<file path="src/rtl/i2srx_pkg.sv">
package i2srx_pkg;
    typedef enum logic [1:0] {
        ST_PRIME = 2'd0,
        ST_HUNT  = 2'd1,
        ST_LEFT  = 2'd2,
        ST_RIGHT = 2'd3
    } rx_state_t;
endpackage

</file>
<file path="src/rtl/i2srx_front.sv">
module i2srx_front #(
    parameter int SYNC_STAGES = 2
) (
    input  logic clk,
    input  logic rst_n,
    input  logic sck,
    input  logic ws,
    input  logic sd,
    output logic sck_rise,
    output logic ws_smp,
    output logic sd_smp
);
    localparam int LANES = 3;
    localparam int LAST  = SYNC_STAGES - 1;

    logic [LANES-1:0] chain [SYNC_STAGES];
    logic             sck_prev;

    genvar s;
    generate
        for (s = 0; s < SYNC_STAGES; s++) begin : g_stage
            if (s == 0) begin : g_first
                always_ff @(posedge clk) begin
                    if (!rst_n) chain[0] <= '0;
                    else        chain[0] <= {sd, ws, sck};
                end
            end else begin : g_next
                always_ff @(posedge clk) begin
                    if (!rst_n) chain[s] <= '0;
                    else        chain[s] <= chain[s-1];
                end
            end
        end
    endgenerate

    always_ff @(posedge clk) begin
        if (!rst_n) sck_prev <= 1'b0;
        else        sck_prev <= chain[LAST][0];
    end

    assign sck_rise = chain[LAST][0] & ~sck_prev;
    assign ws_smp   = chain[LAST][1];
    assign sd_smp   = chain[LAST][2];

    // one sample per bit-clock rise, never on back-to-back system cycles
    a_r9_single_sample: assert property (@(posedge clk) disable iff (!rst_n)
        sck_rise |=> !sck_rise);
endmodule

</file>
<file path="src/rtl/i2srx_shift.sv">
module i2srx_shift #(
    parameter int OUT_W = 16
) (
    input  logic             clk,
    input  logic             rst_n,
    input  logic             bit_en,
    input  logic             sd,
    input  logic             word_end,
    output logic [OUT_W-1:0] word_now
);
    localparam int CNT_W = $clog2(OUT_W + 1);
    localparam logic [CNT_W-1:0] CNT_FULL = CNT_W'(OUT_W);

    logic [OUT_W-1:0] acc;
    logic [CNT_W-1:0] cnt;

    // current word including the bit offered this cycle
    always_comb begin
        word_now = acc;
        for (int b = 0; b < OUT_W; b++) begin
            if (cnt == CNT_W'(OUT_W - 1 - b)) word_now[b] = sd;
        end
    end

    always_ff @(posedge clk) begin
        if (!rst_n) begin
            acc <= '0;
            cnt <= '0;
        end else if (bit_en) begin
            if (word_end) begin
                acc <= '0;
                cnt <= '0;
            end else begin
                acc <= word_now;
                if (cnt != CNT_FULL) cnt <= cnt + 1'b1;
            end
        end
    end

    // counter never passes the output width
    a_r4_no_overflow: assert property (@(posedge clk) disable iff (!rst_n)
        cnt <= CNT_FULL);
    // bits beyond the output width leave the accumulator untouched
    a_r4_excess_ignored: assert property (@(posedge clk) disable iff (!rst_n)
        (bit_en && !word_end && cnt == CNT_FULL) |=> $stable(acc));
    // a new word starts from an all-zero accumulator
    a_r3_fresh_word: assert property (@(posedge clk) disable iff (!rst_n)
        (bit_en && word_end) |=> (acc == '0 && cnt == '0));
endmodule

</file>
<file path="src/rtl/i2srx_ctrl.sv">
module i2srx_ctrl
    import i2srx_pkg::*;
#(
    parameter int OUT_W = 16
) (
    input  logic             clk,
    input  logic             rst_n,
    input  logic             bit_en,
    input  logic             ws,
    input  logic [OUT_W-1:0] word_now,
    output logic             word_end,
    output logic [OUT_W-1:0] left_data,
    output logic [OUT_W-1:0] right_data,
    output logic             frame_valid
);
    rx_state_t state, state_nx;
    logic      ws_q;
    logic      ws_change;

    assign ws_change = bit_en && (ws != ws_q);
    assign word_end  = ws_change;

    always_ff @(posedge clk) begin
        if (!rst_n)      ws_q <= 1'b0;
        else if (bit_en) ws_q <= ws;
    end

    always_comb begin
        state_nx = state;
        unique case (state)
            ST_PRIME: if (bit_en)               state_nx = ST_HUNT;
            ST_HUNT:  if (ws_change && !ws)     state_nx = ST_LEFT;
            ST_LEFT:  if (ws_change)            state_nx = ST_RIGHT;
            ST_RIGHT: if (ws_change)            state_nx = ST_LEFT;
            default:                            state_nx = ST_PRIME;
        endcase
    end

    // state register
    always_ff @(posedge clk) begin
        if (!rst_n) state <= ST_PRIME;
        else        state <= state_nx;
    end

    // output registers
    always_ff @(posedge clk) begin
        if (!rst_n) begin
            left_data   <= '0;
            right_data  <= '0;
            frame_valid <= 1'b0;
        end else begin
            frame_valid <= 1'b0;
            if (ws_change) begin
                unique case (state)
                    ST_LEFT:  left_data <= word_now;
                    ST_RIGHT: begin
                        right_data  <= word_now;
                        frame_valid <= 1'b1;
                    end
                    default: ;
                endcase
            end
        end
    end

    // the pulse coincides with the start of the next left word
    a_r6_pulse_opens_left: assert property (@(posedge clk) disable iff (!rst_n)
        frame_valid |-> state == ST_LEFT);
    // one cycle wide
    a_r6_pulse_single: assert property (@(posedge clk) disable iff (!rst_n)
        frame_valid |=> !frame_valid);
    // left sample moves only as a left word closes
    a_r8_left_hold: assert property (@(posedge clk) disable iff (!rst_n)
        !$stable(left_data) |-> ($past(state) == ST_LEFT && state == ST_RIGHT));
    // right sample moves only together with the frame pulse
    a_r8_right_hold: assert property (@(posedge clk) disable iff (!rst_n)
        !$stable(right_data) |-> frame_valid);
    // nothing is latched while still searching for alignment
    a_r7_hunt_quiet: assert property (@(posedge clk) disable iff (!rst_n)
        (state == ST_PRIME || state == ST_HUNT) |=> $stable(left_data));
endmodule

</file>
<file path="src/rtl/i2s_rx_adapt.sv">
module i2s_rx_adapt #(
    parameter int OUT_W       = 16,
    parameter int SYNC_STAGES = 2
) (
    input  logic             clk,
    input  logic             rst_n,
    input  logic             sck,
    input  logic             ws,
    input  logic             sd,
    output logic [OUT_W-1:0] left_data,
    output logic [OUT_W-1:0] right_data,
    output logic             frame_valid
);
    logic             sck_rise;
    logic             ws_smp;
    logic             sd_smp;
    logic             word_end;
    logic [OUT_W-1:0] word_now;

    i2srx_front #(.SYNC_STAGES(SYNC_STAGES)) u_front (
        .clk      (clk),
        .rst_n    (rst_n),
        .sck      (sck),
        .ws       (ws),
        .sd       (sd),
        .sck_rise (sck_rise),
        .ws_smp   (ws_smp),
        .sd_smp   (sd_smp)
    );

    i2srx_shift #(.OUT_W(OUT_W)) u_shift (
        .clk      (clk),
        .rst_n    (rst_n),
        .bit_en   (sck_rise),
        .sd       (sd_smp),
        .word_end (word_end),
        .word_now (word_now)
    );

    i2srx_ctrl #(.OUT_W(OUT_W)) u_ctrl (
        .clk         (clk),
        .rst_n       (rst_n),
        .bit_en      (sck_rise),
        .ws          (ws_smp),
        .word_now    (word_now),
        .word_end    (word_end),
        .left_data   (left_data),
        .right_data  (right_data),
        .frame_valid (frame_valid)
    );
endmodule

</file>
<file path="config.mk">
export PLATFORM = sky130hd
export DESIGN_NAME = i2s_rx_adapt
export DESIGN_NICKNAME = d
export VERILOG_FILES = /design/src/rtl/i2srx_pkg.sv /design/src/rtl/i2srx_front.sv /design/src/rtl/i2srx_shift.sv /design/src/rtl/i2srx_ctrl.sv /design/src/rtl/i2s_rx_adapt.sv
export SDC_FILE = /design/constraint.sdc
export NUM_CORES = 1
export LEC_CHECK = 0
export ABC_AREA = 1
export CORE_MARGIN = 2
export CORE_UTILIZATION = 35
export DETAILED_ROUTE_END_ITERATION = 16
export MAX_ROUTING_LAYER = met4
export PLACE_DENSITY_LB_ADDON = 0.08
export SYNTH_ARGS = -nofsm -noshare
export SYNTH_HDL_FRONTEND = slang
export SYNTH_SLANG_ARGS = --single-unit
</file>
<file path="constraint.sdc">
create_clock -name clk -period 2.4 [get_ports clk]
set_input_delay 0.48 -clock clk [delete_from_list [all_inputs] [get_ports clk]]
set_output_delay 0.48 -clock clk [all_outputs]
set_load 0.03 [all_outputs]
</file>
==> flow_summary.toml <==
[sta]
slew_headroom_pct = 50.76
post_route_setup_tns_ns = 0
setup_viol = 0
timing_max_transition_violations_final = 0
finalWorstPathRequiredPeriod_ns = 1.868
timing.fmax_mhz = 535.3
finalHoldViolCount = 0
finClkSkew_ns = 0.006979
period_share_pct = 77.84
rsz0062_at_grt = "false"
worst-slew-pin-transition_ns = 0.7368

[die]
row_count = 34
design.portCount = 38
die_area_um2 = 9676
fp.dieH_um = 98.37
floorplan.initialDensity_pct = 35.91
die_width_um = 98.37
coreArea_um2 = 8678

[yosys]
synth.largest_area_cell = "sky130_fd_sc_hd__dfxtp_1"
synth_enable_flop_cells = 0
synth.yosys.warnings = 0
ys_top_cells_by_area = "sky130_fd_sc_hd__dfxtp_1 41%, sky130_fd_sc_hd__nand2_1 18%, sky130_fd_sc_hd__nor2_1 8.6%"
yosys_register_bits = 64
syn-mean-instance-area_um2 = 6.617
synth.net_count = 481
post_synth_inst_count = 471
syn_area_um2 = 3117
netlist-cell-type-count = 27
synth-seq-area-share_pct = 41.11
synth.top_cell.area_share_pct = 41.11
postSynth.topFlopCell = "sky130_fd_sc_hd__dfxtp_1"
asyncSetResetFlopFracSynth_pct = 0

[final_layout]
final.fill_count = 942
antennaDiodeCount = 0
area_delta_synth_final_pct = 20.15
most_common_cell_after_layout_fill_and_taps_aside = "sky130_fd_sc_hd__nand2_1"
layout_common_cells = "149 x sky130_fd_sc_hd__nand2_1, 71 x sky130_fd_sc_hd__nor2_1, 64 x sky130_fd_sc_hd__dfxtp_1"
post_layout_utilization_of_the_core_pct = 43.15
post_route_cells_drive_above_1_share_pct = 7.495
layout.nets = 512

[route]
wl_mm = 6.954
routedWlPerCell_um = 11.31
detail_route.drc_violations = 0
per_cell_via_count_in_the_routed_design = 4.371
drtAntennaViolNets = 0
route.vias.total = 2688
drt_iter0_markers = 116
drt_first_pass_iters = 5

[cts]
clkSinkCount = 64
clock_latency_ns = 0.34
cts.repair_timing.setup_buffer_count = 0
cts_hold_repair.buffers = 0
numCtsBuffers = 9
ctsResizeCount = 0
cts.reportedPaths.clkPinSlew_ns = 0.07
max-clock-path-buffers = 2
root_buffer = "sky130_fd_sc_hd__clkbuf_8"
htree_levels = 3
cts_tree = "built"

[worst_setup_path]
cp_num_buf_inv = 1
timing.critical_path.slowest_cell_delay_ns = 0.69
worst-endpoint-required_ns = 1.92
crit_path_end_kind = "output pin"
critical_path_cell_by_cell = "clkdlybuf4s50_1"
timing.critical_path.max_delay_family = "buffers and inverters"
timing.setup.critical_path_class = "flop to output pin"
crit_arrival_ns = 1.39
crit_path_start_kind = "flop"
worst_path_max_delay_cell = "sky130_fd_sc_hd__clkdlybuf4s50_1"
cp_max_fo = 2

[pwr]
ir_worst_vdd_mv = 0.2427
p_leak_nw = 1.642
total_power_divided_by_cell_area_nw_per_um2 = 582.9

[placement]
place_hpwl_mm = 4.657
buffer_ports.inserted = 37
rd_place_congestion = 0.7957

[grt]
pin_count_of_the_biggest_net_entering_global_routing = 24
grt_overflow_total = 0
antenna_found_initial = 0
vias_in_the_first_global_route = 2402
grt_first_pass_wirelength_mm = 11.69
globalRouteTotalUtil_pct = 15.61

[job]
max_cap_violations = 0

[worst_hold_path]
min-delay-path-class = "flop to flop"

[status]
result_of_the_run = "complete, no violations"
[per-layer routing]
| metal | global-route usage, % | up-vias | part of all wire [%] |
|---|---|---|---|
| met3 | 2.792 | 4 | 3.6 |
| met1 | 21.23 | 1158 | 51 |
| met5 | - | - | 0 |
| li1 | - | 1480 | - |
| met4 | 6.955 | 0 | 0.52 |
| met2 | 22.61 | 46 | 45 |
[kinds of logic (layout without fill, tap and decap cells)]
group                      Yosys count  after routing  synth area share [%]
and+or+nand+nor                    282            282                 39.42
adders and majority gates            5              5                 2.007
xor gates and xnor gates             1              1                0.2811
buffers and inverters               86            122                 11.68
AOI/OAI and AO/OA                   33             33                 5.500
DFF                                 64             64                 41.11
[worst paths after layout]
check             depth (start not counted)  slack, ns             endpoint            startpoint
hold / removal                            2       0.42  u_front.chain[1][1]   u_front.chain[0][1]
setup / recovery                          1       0.53        right_data[0]  u_ctrl.right_data[0]
setup reg to reg                          5       0.75       u_shift.acc[0]        u_shift.cnt[4]
hold reg to reg                           2       0.42  u_front.chain[1][1]   u_front.chain[0][1]
[power breakdown]
group          switching, W  internal, W  total [W]
sequential       0.00000613      0.00107    0.00108
clock              0.000431     0.000586    0.00102
combinational     0.0000638    0.0000266  0.0000905
total              0.000501      0.00168    0.00218
[metrics by stage]
step                setup WS (ns)  area (um^2)  cells  hold slack [ns]  total power, W
floorplan                  0.9926         3117    471           0.3905        0.001164
global placement           0.6583         3532    599           0.3944        0.001193
detailed placement         0.6449         3532    599           0.4021        0.001193
CTS                        0.5237         3745    615           0.4228        0.002224
global route               0.4927         3745    615           0.4369        0.002289
finish                     0.5318         3745    615           0.4181        0.002183
[cells in the mapped netlist (4+ instances only)]
cell and n:
sky130_fd_sc_hd__nand3_1 39, sky130_fd_sc_hd__nor2_2 4, sky130_fd_sc_hd__nor2_4 5, sky130_fd_sc_hd__o21ai_0 5, sky130_fd_sc_hd__clkbuf_1 7, sky130_fd_sc_hd__nand2_2 5, sky130_fd_sc_hd__inv_1 63, sky130_fd_sc_hd__dfxtp_1 64
sky130_fd_sc_hd__ha_1 5, sky130_fd_sc_hd__nor2_1 71, sky130_fd_sc_hd__a21oi_1 23, sky130_fd_sc_hd__nand2_1 149, sky130_fd_sc_hd__buf_2 6
[state kept, by name (all words and copies together) (netlist names)]
signal,cells
u_front.sck_prev,1
u_ctrl.ws_q,1
u_shift.cnt,5
u_ctrl.frame_valid,1
u_ctrl.left_data,16
u_ctrl.state,2
u_front.chain,6
u_shift.acc,16
u_ctrl.right_data,16
[cell type report]
cell class | count | area, um^2 | share of cell area, %
well taps | 108 | 135.1 | 3.608
repair buffers | 41 | 400.4 | 10.69
clock buffers | 11 | 131.4 | 3.508
flip-flops and latches | 64 | 1281 | 34.21
inverters | 65 | 244.0 | 6.515
clock inverters | 5 | 81.33 | 2.172
multi-input cells | 321 | 1471 | 39.29
[worst min-delay path, stage by stage (launching register included)]
cell and delay [ns]:
sky130_fd_sc_hd__dfxtp_1 0.31, sky130_fd_sc_hd__nand2_1 0.05, sky130_fd_sc_hd__inv_1 0.04
(Power assumes the default switching activity.)
